### src/rtl/xrs_pkg.sv
package xrs_pkg;

    typedef enum logic [2:0] {
        ST_PLL_RST,
        ST_WAIT_PLL,
        ST_WAIT_BUSY,
        ST_SETTLE,
        ST_WAIT_RXPLL,
        ST_REF_HOLD,
        ST_DATA_HOLD,
        ST_READY
    } seq_state_t;

    typedef struct packed {
        logic pll_rst;
        logic tx_dig_rst;
        logic rx_ana_rst;
        logic rx_dig_rst;
        logic lock_ref;
        logic lock_data;
        logic done;
    } ctrl_t;

    localparam ctrl_t CTRL_HELD = '{pll_rst: 1'b1, tx_dig_rst: 1'b1, rx_ana_rst: 1'b1,
                                    rx_dig_rst: 1'b1, lock_ref: 1'b1, lock_data: 1'b0,
                                    done: 1'b0};

endpackage

### src/rtl/xrs_sync.sv
module xrs_sync #(
    parameter int WIDTH = 3
) (
    input  logic             clk,
    input  logic             arst_n,
    input  logic [WIDTH-1:0] async_i,
    output logic [WIDTH-1:0] sync_o
);

    for (genvar b = 0; b < WIDTH; b++) begin : g_bit
        logic meta_q;
        logic stable_q;

        always_ff @(posedge clk or negedge arst_n) begin
            if (!arst_n) begin
                meta_q   <= 1'b0;
                stable_q <= 1'b0;
            end else begin
                meta_q   <= async_i[b];
                stable_q <= meta_q;
            end
        end

        assign sync_o[b] = stable_q;
    end

endmodule

### src/rtl/xrs_decode.sv
module xrs_decode
    import xrs_pkg::*;
(
    input  seq_state_t state_i,
    output ctrl_t      ctrl_o
);

    always_comb begin
        ctrl_o = CTRL_HELD;
        unique case (state_i)
            ST_PLL_RST: ;
            ST_WAIT_PLL: begin
                ctrl_o.pll_rst = 1'b0;
            end
            ST_WAIT_BUSY, ST_SETTLE: begin
                ctrl_o.pll_rst    = 1'b0;
                ctrl_o.tx_dig_rst = 1'b0;
            end
            ST_WAIT_RXPLL, ST_REF_HOLD: begin
                ctrl_o.pll_rst    = 1'b0;
                ctrl_o.tx_dig_rst = 1'b0;
                ctrl_o.rx_ana_rst = 1'b0;
            end
            ST_DATA_HOLD: begin
                ctrl_o.pll_rst    = 1'b0;
                ctrl_o.tx_dig_rst = 1'b0;
                ctrl_o.rx_ana_rst = 1'b0;
                ctrl_o.lock_ref   = 1'b0;
                ctrl_o.lock_data  = 1'b1;
            end
            ST_READY: begin
                ctrl_o.pll_rst    = 1'b0;
                ctrl_o.tx_dig_rst = 1'b0;
                ctrl_o.rx_ana_rst = 1'b0;
                ctrl_o.rx_dig_rst = 1'b0;
                ctrl_o.lock_ref   = 1'b0;
                ctrl_o.lock_data  = 1'b1;
                ctrl_o.done       = 1'b1;
            end
            default: ctrl_o = CTRL_HELD;
        endcase
    end

endmodule

### src/rtl/xcvr_rst_seq.sv
module xcvr_rst_seq
    import xrs_pkg::*;
#(
    parameter int PLL_RST_CYC   = 250,
    parameter int BUSY_GAP_CYC  = 2,
    parameter int REF_HOLD_CYC  = 1000,
    parameter int DATA_HOLD_CYC = 1000
) (
    input  logic clk,
    input  logic arst_n,
    input  logic pll_locked_i,
    input  logic busy_i,
    input  logic rx_pll_locked_i,
    output logic pll_rst_o,
    output logic tx_dig_rst_o,
    output logic rx_ana_rst_o,
    output logic rx_dig_rst_o,
    output logic lock_ref_o,
    output logic lock_data_o,
    output logic done_o
);

    localparam int MAX_A  = (PLL_RST_CYC > BUSY_GAP_CYC) ? PLL_RST_CYC : BUSY_GAP_CYC;
    localparam int MAX_B  = (REF_HOLD_CYC > DATA_HOLD_CYC) ? REF_HOLD_CYC : DATA_HOLD_CYC;
    localparam int MAX_C  = (MAX_A > MAX_B) ? MAX_A : MAX_B;
    localparam int CNT_W  = $clog2(MAX_C + 1);
    localparam logic [CNT_W-1:0] LD_PLL  = CNT_W'(PLL_RST_CYC - 1);
    localparam logic [CNT_W-1:0] LD_GAP  = CNT_W'(BUSY_GAP_CYC - 1);
    localparam logic [CNT_W-1:0] LD_REF  = CNT_W'(REF_HOLD_CYC - 1);
    localparam logic [CNT_W-1:0] LD_DATA = CNT_W'(DATA_HOLD_CYC - 1);

    typedef struct packed {
        seq_state_t       st;
        logic [CNT_W-1:0] cnt;
    } fsm_t;

    logic [2:0] status_s;
    logic       pll_s, busy_s, rx_s;
    fsm_t       fsm_d, fsm_q;
    ctrl_t      ctl_d, ctl_q;

    xrs_sync #(.WIDTH(3)) u_sync (
        .clk     (clk),
        .arst_n  (arst_n),
        .async_i ({rx_pll_locked_i, busy_i, pll_locked_i}),
        .sync_o  (status_s)
    );

    assign pll_s  = status_s[0];
    assign busy_s = status_s[1];
    assign rx_s   = status_s[2];

    always_comb begin
        fsm_d = fsm_q;
        unique case (fsm_q.st)
            ST_PLL_RST: begin
                if (fsm_q.cnt == '0) fsm_d.st  = ST_WAIT_PLL;
                else                 fsm_d.cnt = fsm_q.cnt - 1'b1;
            end
            ST_WAIT_PLL: begin
                if (pll_s) fsm_d.st = ST_WAIT_BUSY;
            end
            ST_WAIT_BUSY: begin
                if (!busy_s) begin
                    fsm_d.st  = ST_SETTLE;
                    fsm_d.cnt = LD_GAP;
                end
            end
            ST_SETTLE: begin
                if (fsm_q.cnt == '0) fsm_d.st  = ST_WAIT_RXPLL;
                else                 fsm_d.cnt = fsm_q.cnt - 1'b1;
            end
            ST_WAIT_RXPLL: begin
                if (rx_s) begin
                    fsm_d.st  = ST_REF_HOLD;
                    fsm_d.cnt = LD_REF;
                end
            end
            ST_REF_HOLD: begin
                if (fsm_q.cnt == '0) begin
                    fsm_d.st  = ST_DATA_HOLD;
                    fsm_d.cnt = LD_DATA;
                end else begin
                    fsm_d.cnt = fsm_q.cnt - 1'b1;
                end
            end
            ST_DATA_HOLD: begin
                if (fsm_q.cnt == '0) fsm_d.st  = ST_READY;
                else                 fsm_d.cnt = fsm_q.cnt - 1'b1;
            end
            ST_READY: ;
            default: fsm_d.st = ST_PLL_RST;
        endcase

        // receiver lock lost: fall back to waiting for it
        if (!rx_s && (fsm_q.st == ST_REF_HOLD || fsm_q.st == ST_DATA_HOLD ||
                      fsm_q.st == ST_READY)) begin
            fsm_d.st = ST_WAIT_RXPLL;
        end
        // PLL lock lost: fall back further, overriding the above
        if (!pll_s && fsm_q.st != ST_PLL_RST && fsm_q.st != ST_WAIT_PLL) begin
            fsm_d.st = ST_WAIT_PLL;
        end
    end

    xrs_decode u_decode (
        .state_i (fsm_d.st),
        .ctrl_o  (ctl_d)
    );

    always_ff @(posedge clk or negedge arst_n) begin
        if (!arst_n) begin
            fsm_q <= '{st: ST_PLL_RST, cnt: LD_PLL};
            ctl_q <= CTRL_HELD;
        end else begin
            fsm_q <= fsm_d;
            ctl_q <= ctl_d;
        end
    end

    assign pll_rst_o    = ctl_q.pll_rst;
    assign tx_dig_rst_o = ctl_q.tx_dig_rst;
    assign rx_ana_rst_o = ctl_q.rx_ana_rst;
    assign rx_dig_rst_o = ctl_q.rx_dig_rst;
    assign lock_ref_o   = ctl_q.lock_ref;
    assign lock_data_o  = ctl_q.lock_data;
    assign done_o       = ctl_q.done;


    held_pattern_chk: assert property (@(posedge clk) disable iff (!arst_n)
        pll_rst_o |-> (tx_dig_rst_o && rx_ana_rst_o && rx_dig_rst_o &&
                       lock_ref_o && !lock_data_o && !done_o));


    steer_onehot_chk: assert property (@(posedge clk) disable iff (!arst_n)
        $onehot({lock_ref_o, lock_data_o}));


    tx_release_chk: assert property (@(posedge clk) disable iff (!arst_n)
        $fell(tx_dig_rst_o) |-> $past(pll_s));


    ana_order_chk: assert property (@(posedge clk) disable iff (!arst_n)
        $fell(rx_ana_rst_o) |-> (!tx_dig_rst_o && !pll_rst_o));


    done_pattern_chk: assert property (@(posedge clk) disable iff (!arst_n)
        done_o |-> (!rx_dig_rst_o && !rx_ana_rst_o && !tx_dig_rst_o && lock_data_o));


    pll_loss_chk: assert property (@(posedge clk) disable iff (!arst_n)
        (!pll_rst_o && !pll_s) |=> (tx_dig_rst_o && !pll_rst_o && !done_o));


    rx_loss_chk: assert property (@(posedge clk) disable iff (!arst_n)
        (done_o && pll_s && !rx_s) |=> (!done_o && rx_dig_rst_o && !tx_dig_rst_o));

endmodule

### config.mk
export PLATFORM = sky130hd
export DESIGN_NAME = xcvr_rst_seq
export DESIGN_NICKNAME = d
export VERILOG_FILES = /design/src/rtl/xrs_pkg.sv /design/src/rtl/xrs_sync.sv /design/src/rtl/xrs_decode.sv /design/src/rtl/xcvr_rst_seq.sv
export SDC_FILE = /design/constraint.sdc
export NUM_CORES = 1
export LEC_CHECK = 0
export BUFFER_PORTS_ARGS = -buffer_cell sky130_fd_sc_hd__buf_2
export CORE_MARGIN = 2
export CORE_UTILIZATION = 54
export DETAILED_ROUTE_END_ITERATION = 6
export PLACE_DENSITY = 0.73
export SLEW_MARGIN = 10
export SYNTH_ARGS = -nofsm -noshare
export SYNTH_HDL_FRONTEND = slang
export SYNTH_SLANG_ARGS = --single-unit
### constraint.sdc
create_clock -name clk -period 3.5 [get_ports clk]
set_clock_uncertainty 0.15 [all_clocks]
set_input_delay 0.7 -clock clk [delete_from_list [all_inputs] [get_ports clk]]
set_output_delay 0.7 -clock clk [all_outputs]
set_load 0.01 [all_outputs]
== Word level (Yosys, flattened, before mapping) ==
Index checks and enable logic that the tools add are counted.
Widths: inputs -> output; s select.
Storage, ports and cells
  bits in registers: 26
  output and inout bits: 7
  logic and storage cells: 70
Operators by class
  $add $sub $neg: 1
  equality and inequality tests: 18
  multiplexer cells: 19
  reduce and logical (&&, ||, !) cells: 17
Operator list (count)
  $pmux 10 s4: 1
  $mux 13: 2
  $eq 3x3->1 const B: 8
  $mux 3: 7
  $pmux 3 s7: 1
  $mux 10: 2
  $eq 3x2->1 const B: 4
  $logic_not 10->1: 1
  $sub 10x1->10 const B: 1
  $reduce_or 7->1: 1
  $eq 3x1->1 const B: 2
  $reduce_or 6->1: 1
  $mux 1: 5
  $ne 2x2->1 const B: 2
  $reduce_and 4->1: 1
  $reduce_bool 4->1: 1
  $reduce_or 4->1: 1
  $logic_and 1x1->1: 3
  $logic_not 3->1: 1
  $ne 3x1->1 const B: 1
  $reduce_bool 3->1: 1
  $reduce_or 3->1: 1
  $logic_not 1->1: 2
  $logic_or 1x1->1: 2
  3 further kinds: 3

== Depth between registers and ports, before layout ==
Gate-level depths: netlist of the first run.
  word-level depth: 9
  mapped depth: 9
  gate-level depth less buffers: 7

== Modules after synthesis ==
From an unflattened synthesis of the first run, not the netlist that was laid out.
Second synthesis, totals
  cells, all modules: 129
  area total of the unflattened synthesis: 1355.0 µm²
By module, submodules not included
  xcvr_rst_seq: times used 1, cells each 113, area each 1147.4 µm², seq. area each 514.2 µm²
  xrs_sync: times used 1, cells each 9, area each 172.7 µm², seq. area each 150.1 µm²
  xrs_decode: times used 1, cells each 7, area each 35.0 µm², seq. area each 0.0 µm²

== Worst setup path after synthesis of the first run ==
OpenSTA, ideal clock, no wires.
  path type: reg2reg
  start: reg fsm_q[0] (netlist bit)
  end: reg fsm_q[5] (netlist bit)
  data arrival time: 2223 ps
  required time: 3290 ps
  setup slack: 1067 ps
  cell stages (with the launch flop): 10
  buffers on the path: 2
  path through: dfstp_2 -> clkbuf_1 -> inv_1 -> ha_1 -> or3b_2 -> or3_1 -> buf_2 -> o41ai_4 -> o21a_1 -> o22a_1
Between the ends
  longest elaborated chain between the ends: 3
Ends and longest elaborated chain
  start, declared: line xcvr_rst_seq.sv:39  | fsm_t fsm_d, fsm_q;
  start signal, assigned: line xcvr_rst_seq.sv:113  | fsm_q <= '{st: ST_PLL_RST, cnt: LD_PLL};
  start signal, assigned: line xcvr_rst_seq.sv:116  | fsm_q <= fsm_d;
  $sub 10x1->10 / $logic_not 10->1 (equally long branches)
  $mux 10 (tied with other cells): line xcvr_rst_seq.sv:57, xcvr_rst_seq.sv:70, xcvr_rst_seq.sv:88
  $pmux 10 s4 / $reduce_and 4->1 (equally long branches)
Parallel ways exist; a longest one is shown, timed or not. The select of a mux whose other input is x is not followed.
A chain may end at the register's enable or synchronous reset.

== Worst setup path after layout of the first run ==
  start: reg fsm_q[1] (netlist bit)
  end: reg fsm_q[9] (netlist bit)
Same word-level chain as after synthesis.

==> metrics.md, run 1 <==
| Metric | Value |
|---|---|
| Status | finished, final reports clean |
| IO buf count | 11 |
| Synth area leaders | dfrtp_1, dfstp_2, a21oi_1, o22a_1, nand2_1 |
| Global-route wire length before repair | 5264 um |
| Crit path max fanout | 9 |
| Combinational share of power | 0.469 |
| Final GP Congestion | 0.8656 |
| Die Footprint | 3081 um^2 |
| Gr ovfl total | 0 |
| Power Density | 871.2 nW/um^2 |
| Net switching power | 0.5716 mW |
| Max-cap violations | 0 |
| Post-synth net total | 158 |
| Largest net degree at the start of global routing | 27 |
| Yosys top cell area share | 0.2620 |
| RSZ-0062 raised after global routing | no |
| Final period util | 0.7528 |
| Row cnt | 18 |
| CP arrival | 2.71 ns |
| Register bit count reported by yosys | 26 |
| DR pass1 iterations | 4 |
| CTS sink cnt | 26 |
| Cells after synthesis | 151 |
| Worst skew pair latency | 0.33 ns |
| Post-DP HPWL | 2220 um |
| Setup violators final | 0 |
| Internal power | 0.7626 mW |
| Cts bufs inserted | 3 |
| Post-synth EDFFs | 0 |
| Sw Ratio | 0.4284 |
| Vias/cell | 6.486 |
| Routed vias | 1,200 |
| Nets | 163 |
| FFs w/ async S/R, synth | 1.000 |
| Register area share after synthesis | 0.4638 |
| Top-Level Pins | 12 |
| Synth unique cells | 48 |
| Synth area leader | dfrtp_1 |
| WP data required | 3.58 ns |
| Die Span Y | 55.51 um |
| Post-Syn Area | 1433 um^2 |
| Drt drc | 0 |
| Vias in the first global route | 1,123 |
| Hold Path Class | in2async |
| Area Growth Syn to Fin | 6.900% |
| Fin. max-slew vios | 0 |
| Critical Path Start Type | register |
| Minimum clock period after layout | 2.635 ns |
| Clock-pin slew on the worst setup and hold paths | 0.15 ns |
| Crit. End Element | register |
| Layout cell share with drive strength beyond 1 | 0.2129 |
| CTS tree | yes |
| Clock group share of total power | 0.156 |
| Critical Path, Cell by Cell | inv_1 -> ha_1 -> or3b_2 -> o311ai_1 -> o2111a_1 -> a31oi_1 -> o22a_1 |
| Leakage | 0.6488 nW |
| Pre-CTS setup slack | 0.9324 ns |
| Final wirelength | 3002 um |
| Max_slew headroom | 0.5972 |
| Initial Utilization | 0.5731 |
| Worst-Margin Slew | 0.5999 ns |
| Avg Inst Size Synth | 9.488 um^2 |
| CTS Hold Bufs | 0 |
| Drt initial violations | 39 |
| Post-CTS sizing | 0 |
| VDD IR max | 0.5089 mV |
| Clk root buf | clkbuf_4 |
| Post-route setup slack | 0.8653 ns |
| Diodes inserted | 0 |
| Biggest cell delay along the critical path | 0.50 ns |
| Post CTS Setup Buffer Count | 0 |
| Routed WL per cell | 16.23 um |
| GRT Total Usage | 0.2138 |
| # fillers | 209 |
| Final number of hold-violating endpoints | 0 |
| H-tree depth reported by CTS | 1 |
| Flop pwr share | 0.375 |
| Setup CP Type | reg2reg |
| Ys Warns | 0 |
| Die width | 55.51 um |
| Max stage delay cell, worst path | or3b_2 |
| Core footprint | 2500 um^2 |
| Clk buf depth | 2 |
| Initial antenna violation count | 0 |
| Post-route ant nets | 0 |
| Peak Freq | 379.6 MHz |
| Total negative slack | 0 ns |
| Ys flop type | dfrtp_1 |
## cell usage after synthesis, types with 2 or more instances
library cell	instances
o22a_1	6
clkbuf_1	7
or3_1	3
nor3_1	3
dfstp_2	11
o31ai_1	2
nor4_1	2
inv_1	7
a31oi_1	6
a41oi_1	2
a22oi_1	2
dfrtp_1	15
nand3_1	3
xnor2_1	2
nor2_1	12
ha_1	2
o21a_1	3
nand2b_1	2
nand2_1	12
buf_2	3
a21oi_1	13
o2111ai_1	2
nor2b_1	2
o21ai_0	5
## worst max-delay path: cells and delay by family (launching register included)
| kind | cells | cell delay [ns] |
|---|---|---|
| AO/OA/AOI/OAI | 4 | 1.16 |
| AND/OR/NAND/NOR | 1 | 0.50 |
| flip-flops | 1 | 0.45 |
| adder cells (fa/ha/maj) | 1 | 0.16 |
| buffers and inverters | 1 | 0.12 |
## final cells by class
type | instances | area (um^2) | area share
multi-input cells | 107 | 695.7 | 0.4542
flip-flops and latches | 26 | 664.4 | 0.4338
repair buffers | 11 | 55.05 | 0.03595
well taps | 30 | 37.54 | 0.02451
clock inverters | 1 | 30.03 | 0.01961
inverters | 7 | 26.28 | 0.01716
clock buffers | 3 | 22.52 | 0.01471
## placed cells by master (no fill, tap or decap), types with 2 or more instances in the layout
master and n:
dfrtp_1 15, a21oi_1 13, nand2_1 12, nor2_1 12
dfstp_2 11, buf_2 11, inv_1 7, a31oi_1 6
o22a_1 6, o21ai_0 5, nor3_1 3, or3_1 3
nand3_1 3, o21a_1 3, clkbuf_4 3, nor2b_1 2
nand2b_1 2, o2111ai_1 2, nor4_1 2, o31ai_1 2
xnor2_1 2, a41oi_1 2, a22oi_1 2, ha_1 2
## power by group through the flow
stage	clock [mW]	sequential (mW)	combinational, mW
3_5_place_dp	0	0.502	0.617
4_1_cts	0.212	0.496	0.619
6_report	0.208	0.500	0.625
5_1_grt	0.224	0.515	0.710
3_3_place_gp	0	0.499	0.592
2_1_floorplan	0	0.445	0.543
## logic make-up (layout without fill, tap and decap cells)
group / after synthesis / count (layout) / synth area share
adder cells (fa/ha/maj): 2 / 2 / 0.01746
XOR/XNOR: 2 / 2 / 0.01223
AND/OR/NAND/NOR: 47 / 47 / 0.1642
flip-flops: 26 / 26 / 0.4638
multiplexers: 1 / 1 / 0.007860
AO/OA/AOI/OAI: 55 / 55 / 0.2839
buffers and inverters: 18 / 22 / 0.05066
## path summary, 6_finish.rpt
path	startpoint	end	slack (ns)	cells after the start
hold reg to reg	u_sync.g_bit[0].meta_q	u_sync.g_bit[0].stable_q	0.22	0
max in group asynchronous	arst_n	fsm_q[7]	2.64	1
hold / removal	arst_n	fsm_q[11]	0.17	1
setup / recovery	fsm_q[1]	fsm_q[9]	0.87	7
setup reg to reg	fsm_q[1]	fsm_q[9]	0.87	7
min in group clk	u_sync.g_bit[0].meta_q	u_sync.g_bit[0].stable_q	0.22	0
## state kept, by name, indices dropped and copies added (netlist names)
signal                 count
tx_dig_rst_o               1
rx_ana_rst_o               1
u_sync.g_bit.meta_q        3
fsm_q                     13
lock_ref_o                 1
done_o                     1
pll_rst_o                  1
rx_dig_rst_o               1
lock_data_o                1
u_sync.g_bit.stable_q      3
## per-layer routing
layer  track usage  share of wire  vias to the layer above
li1              -              -                      566
met1        0.3116           0.46                      569
met2        0.3231           0.46                       58
met3       0.03044          0.063                        7
met4       0.08014          0.017                        0
met5             0              0                        -
## per-stage QoR
step           area (um^2)  hold WS (ns)    util  total power [mW]  cells
3_5_place_dp          1479        0.1879  0.5916             1.119    181
3_3_place_gp          1479        0.1820  0.5916             1.091    181
6_report              1531        0.1735  0.6126             1.334    185
5_1_grt               1531        0.2201  0.6126             1.449    185
2_1_floorplan         1433        0.1812       -            0.9879    151
4_1_cts               1531        0.1968  0.6126             1.327    185
Note: power is estimated with default switching activity, not from simulation.
==> run 2, diff against run 1 <==
clock period = 2.5 ns   (was 3.5 ns; I/O delays follow)
==> run 2 against run 1 <==
Against the previous run: the run now ends with hold timing left; highest routed layer unchanged; global-route usage decreased by 0.10 points; worst setup slack lost 0.72 ns; critical path depth did not move; die area stayed put; largest cell class unchanged; fmax increased by 12%; register-to-register slack worse by 0.72 ns; core utilization increased by 6.3 points; clock-buffer cell count unchanged; cell count grew 8.6%.
==> metrics.md, run 2 (synthesis results as in run 1) <==
| Metric | Value |
|---|---|
| Post-route setup slack | 0.1503 ns |
| RSZ-0062 raised after global routing | no |
| Setup CP Type | reg2reg |
| Clk root buf | clkbuf_4 |
| Crit path max fanout | 6 |
| Final period util | 0.9399 |
| Area Growth Syn to Fin | 17.90% |
| IO buf count | 11 |
| CTS tree | yes |
| Most frequent cells in the layout | buf_4, dfrtp_1, a21oi_1 |
| Worst skew pair latency | 0.32 ns |
| Max FFs per register | 13 |
| CTS Hold Bufs | 0 |
| Leakage | 0.7379 nW |
| Cts bufs inserted | 3 |
| Largest net degree at the start of global routing | 27 |
| Pre-CTS setup slack | 0.04871 ns |
| Worst-Margin Slew | 0.6825 ns |
| Gr ovfl total | 0 |
| Critical Path Start Type | register |
| CP arrival | 2.47 ns |
| Largest reg by FF count | fsm_q |
| Top-Level Pins | 12 |
| Routed vias | 1,263 |
| Die Footprint | 3081 um^2 |
| Biggest regs | fsm_q (13), u_sync.g_bit.meta_q (3), u_sync.g_bit.stable_q (3) |
| Layout cell share with drive strength beyond 1 | 0.3275 |
| Status | finished, violations left |
| Row cnt | 18 |
| Max_slew headroom | 0.5417 |
| Clk buf depth | 2 |
| WP data required | 2.62 ns |
| Failing checks | hold timing |
| Global-route wire length before repair | 5271 um |
| Total negative slack | 0 ns |
| Hold Path Class | in2async |
| Flop2flop setup slack | 0.15 ns |
| VDD IR max | 0.7321 mV |
| Peak Freq | 425.6 MHz |
| Nets | 179 |
| Post-route ant nets | 0 |
| Finished Layout Cells | 201 |
| Initial antenna violation count | 0 |
| GRT Total Usage | 0.2128 |
| Power Density | 1237 nW/um^2 |
| Fin. max-slew vios | 0 |
| CTS sink cnt | 26 |
| Post-CTS sizing | 0 |
| Drt initial violations | 61 |
| Drt drc | 0 |
| Reg2Reg Launch Point | fsm_q[0] |
| Die Span Y | 55.51 um |
| Most common cell after layout, fill and taps aside | buf_4 |
| DR pass1 iterations | 4 |
| Die width | 55.51 um |
| Final wirelength | 3062 um |
| Clock-pin slew on the worst setup and hold paths | 0.14 ns |
| Post CTS Setup Buffer Count | 0 |
| R2R depth | 7 |
| Vias in the first global route | 1,158 |
| Routed WL per cell | 15.23 um |
| Post-Place Cells | 197 |
| Diodes inserted | 0 |
| H-tree depth reported by CTS | 1 |
| Crit. End Element | register |
| Core footprint | 2500 um^2 |
| Minimum clock period after layout | 2.350 ns |
| Final number of hold-violating endpoints | 12 |
| Reg-to-Reg End | fsm_q[6] |
| Vias/cell | 6.284 |
| Post-DP HPWL | 2281 um |
| Setup violators final | 0 |
| Final GP Congestion | 0.9022 |
| Initial Utilization | 0.5731 |
| Final worst hold slack | -0.01266 ns |
| Max-cap violations | 0 |
run 2: changes by cell type in the layout (fill, tap and decap cells not counted), sizes merged:
| cell | before | now |
|---|---|---|
| buf | 11 | 27 |
run 2: worst max-delay path by stage:
stage                         from        to  depth (start not counted)
after detailed placement  fsm_q[1]  fsm_q[2]                          8
after CTS                 fsm_q[0]  fsm_q[2]                          8
after global routing      fsm_q[1]  fsm_q[5]                          7
after floorplan           fsm_q[0]  fsm_q[5]                          9
final                     fsm_q[0]  fsm_q[6]                          7
after global placement    fsm_q[1]  fsm_q[2]                          8
run 2: metal layers:
metal / vias to the layer above / share of wire / global-route usage
li1: 602 / - / -
met1: 608 / 0.47 / 0.3122
met2: 51 / 0.47 / 0.3163
met3: 2 / 0.056 / 0.03981
met4: 0 / 0.0069 / 0.06969
met5: - / 0 / 0
run 2: layout make-up:
cell class / instances / area (um^2)
clock buffer: 3 / 22.52
fill: 185 / 810.8
sequential: 26 / 664.4
clock inverter: 1 / 30.03
timing repair buffer: 27 / 175.2
inverter: 7 / 26.28
multi-input combinational: 107 / 733.2
tap: 30 / 37.54
run 2: report_power, final:
| group | switching, mW | total, mW | internal, mW |
|---|---|---|---|
| Sequential | 0.0950 | 0.644 | 0.549 |
| Clock | 0.126 | 0.288 | 0.162 |
| Combinational | 0.624 | 1.16 | 0.534 |
run 2: through the flow:
step | power (mW) | util | cell area (um^2)
after floorplan | 1.383 | - | 1433
after global placement | 1.705 | 0.6396 | 1599
after detailed placement | 1.728 | 0.6396 | 1599
after CTS | 2.022 | 0.6607 | 1652
after global routing | 2.253 | 0.6757 | 1689
final | 2.090 | 0.6757 | 1689
run 2: worst max-delay path: stages (launching register included):
cell and delay (ns):
dfstp_2 0.39, inv_1 0.07, ha_1 0.16, or3b_4 0.41, or3_4 0.40, o41ai_4 0.41
o21a_1 0.18, o22a_1 0.13
==> run 3, diff against run 2 <==
CORE_MARGIN = 4   (was 2)
==> run 3 against run 2 <==
Against the previous run: the run now ends clean; die area is 15% higher; global-route usage fell by 0.75 points; combinational power is 3% higher; via count up 0.63%; cell count unchanged; sequential cell count is the same; worst setup slack got worse by 0.080 ns; critical path type unchanged; highest routed layer unchanged.
==> metrics.md, run 3 (synthesis results as in run 1) <==
| Metric | Value |
|---|---|
| Row cnt | 18 |
| Pre-CTS setup slack | 0.04763 ns |
| Biggest cell delay along the critical path | 0.43 ns |
| Die width | 59.51 um |
| Peak Freq | 411.6 MHz |
| Layout cell share with drive strength beyond 1 | 0.3275 |
| Crit path max-delay family | simple AND/OR/NAND/NOR gates |
| Final GP Congestion | 0.9089 |
| Buf+Inv Stages, Crit Path | 1 |
| Max FFs per register | 13 |
| Final number of hold-violating endpoints | 0 |
| Gr ovfl total | 0 |
| Top-Level Pins | 12 |
| Clk root buf | clkbuf_4 |
| Total negative slack | 0 ns |
| Worst-Margin Slew | 0.6314 ns |
| Worst skew pair latency | 0.33 ns |
| Routed vias | 1,271 |
| H-tree depth reported by CTS | 1 |
| Final wirelength | 3232 um |
| Initial Utilization | 0.5731 |
| WP data required | 2.64 ns |
| Final period util | 0.9718 |
| Cts bufs inserted | 3 |
| Crit path max fanout | 6 |
| Minimum clock period after layout | 2.429 ns |
| Status | finished, final reports clean |
| Critical Path Start Type | register |
| Fin. max-slew vios | 0 |
| Area Growth Syn to Fin | 19.04% |
| Die Footprint | 3541 um^2 |
| Clk buf depth | 2 |
| Die Span Y | 59.51 um |
| Largest reg by FF count | fsm_q |
| # fillers | 194 |
| Post CTS Setup Buffer Count | 0 |
| Hold Path Class | in2reg |
| Max stage delay cell, worst path | o41ai_4 |
| CTS tree | yes |
| CP arrival | 2.57 ns |
| Global-route wire length before repair | 5464 um |
| Clock-pin slew on the worst setup and hold paths | 0.14 ns |
| Critical Path, Cell by Cell | inv_1 -> ha_1 -> or3b_4 -> or3_4 -> o41ai_4 -> o21a_1 -> o22a_1 |
| Biggest regs | fsm_q (13), u_sync.g_bit.meta_q (3), u_sync.g_bit.stable_q (3) |
| Final worst hold slack | 0.1103 ns |
| Vias in the first global route | 1,172 |
| DR pass1 iterations | 4 |
| Setup violators final | 0 |
| Routed WL per cell | 16.08 um |
| Crit. End Element | register |
| Initial antenna violation count | 0 |
| VDD IR max | 0.7445 mV |
| Post-route setup slack | 0.07051 ns |
| Drt initial violations | 50 |
| IO buf count | 11 |
| Most frequent cells in the layout | dfrtp_1, buf_4, a21oi_1 |
| Diodes inserted | 0 |
| GRT Total Usage | 0.2053 |
| Max_slew headroom | 0.5760 |
| Largest net degree at the start of global routing | 27 |
| CTS sink cnt | 26 |
| Vias/cell | 6.323 |
| Setup CP Type | reg2reg |
| Post-DP HPWL | 2295 um |
| Core footprint | 2500 um^2 |
| Nets | 179 |
| Drt drc | 0 |
| Post-route ant nets | 0 |
| Power Density | 1249 nW/um^2 |
| Leakage | 0.7595 nW |
| Max-cap violations | 0 |
==> run 3: changes by cell type in the layout (fill, tap and decap cells not counted) <==
cell           previous run  this run
buf_4                    16        15
dlygate4sd3_1             0         1
nand2_1                  11        12
nand2_2                   1         0
nor3_1                    2         1
nor3_2                    1         2
o2111a_1                  1         0
o2111a_2                  0         1
o311ai_2                  1         0
o311ai_4                  0         1
==> run 3: cell type report <==
| type | count | area, um^2 | share of cell area |
|---|---|---|---|
| repair buffers | 27 | 177.7 | 0.1042 |
| well taps | 30 | 37.54 | 0.02201 |
| flip-flops and latches | 26 | 664.4 | 0.3896 |
| multi-input cells | 107 | 747.0 | 0.4380 |
| inverters | 7 | 26.28 | 0.01541 |
| clock buffers | 3 | 22.52 | 0.01321 |
| clock inverters | 1 | 30.03 | 0.01761 |
==> run 3: worst register-to-register path, cell delays in order (launching register included) <==
cell and delay, ns:
dfrtp_1 0.40, inv_1 0.08, ha_1 0.16, or3b_4 0.42, or3_4 0.40, o41ai_4 0.43
o21a_1 0.21, o22a_1 0.13
==> run 3: worst paths after layout <==
| check | start | end | slack (ns) | cells past startpoint |
|---|---|---|---|---|
| max in group asynchronous | arst_n | fsm_q[5] | 1.31 | 2 |
| setup reg to reg | fsm_q[1] | fsm_q[5] | 0.07 | 7 |
| hold / removal | busy_i | u_sync.g_bit[1].meta_q | 0.11 | 1 |
| min in group asynchronous | arst_n | fsm_q[11] | 0.51 | 2 |
| setup / recovery | fsm_q[1] | fsm_q[5] | 0.07 | 7 |
| hold reg to reg | u_sync.g_bit[1].meta_q | u_sync.g_bit[1].stable_q | 0.21 | 0 |
==> run 3: where the power goes <==
part           leakage (nW)  total (mW)  internal [mW]  switching (mW)
sequential            0.304       0.642          0.549          0.0924
combinational         0.428        1.20          0.540           0.658
clock                0.0279       0.290          0.162           0.128
==> run 3: layer usage <==
metal  track usage  vias up  share of wire
met2        0.3245       45           0.46
met1        0.2822      619           0.46
li1              -      600              -
met4       0.09494        0          0.024
met5             0        -              0
met3       0.02179        7          0.055
==> run 3: repair_timing <==
action / CTS / global route
setup endpoints to repair: 0 / 14
hold endpoints to repair: 11 / 0
resized for setup: 0 / 10
hold buffers: 1 / 0
==> run 3: stage by stage <==
step	std cells	power [mW]	cell area, um^2	util
floorplan	151	1.383	1433	-
global placement	196	1.701	1592	0.6366
detailed placement	196	1.733	1592	0.6366
CTS	201	2.033	1654	0.6617
global route	201	2.274	1705	0.6822
finish	201	2.131	1705	0.6822
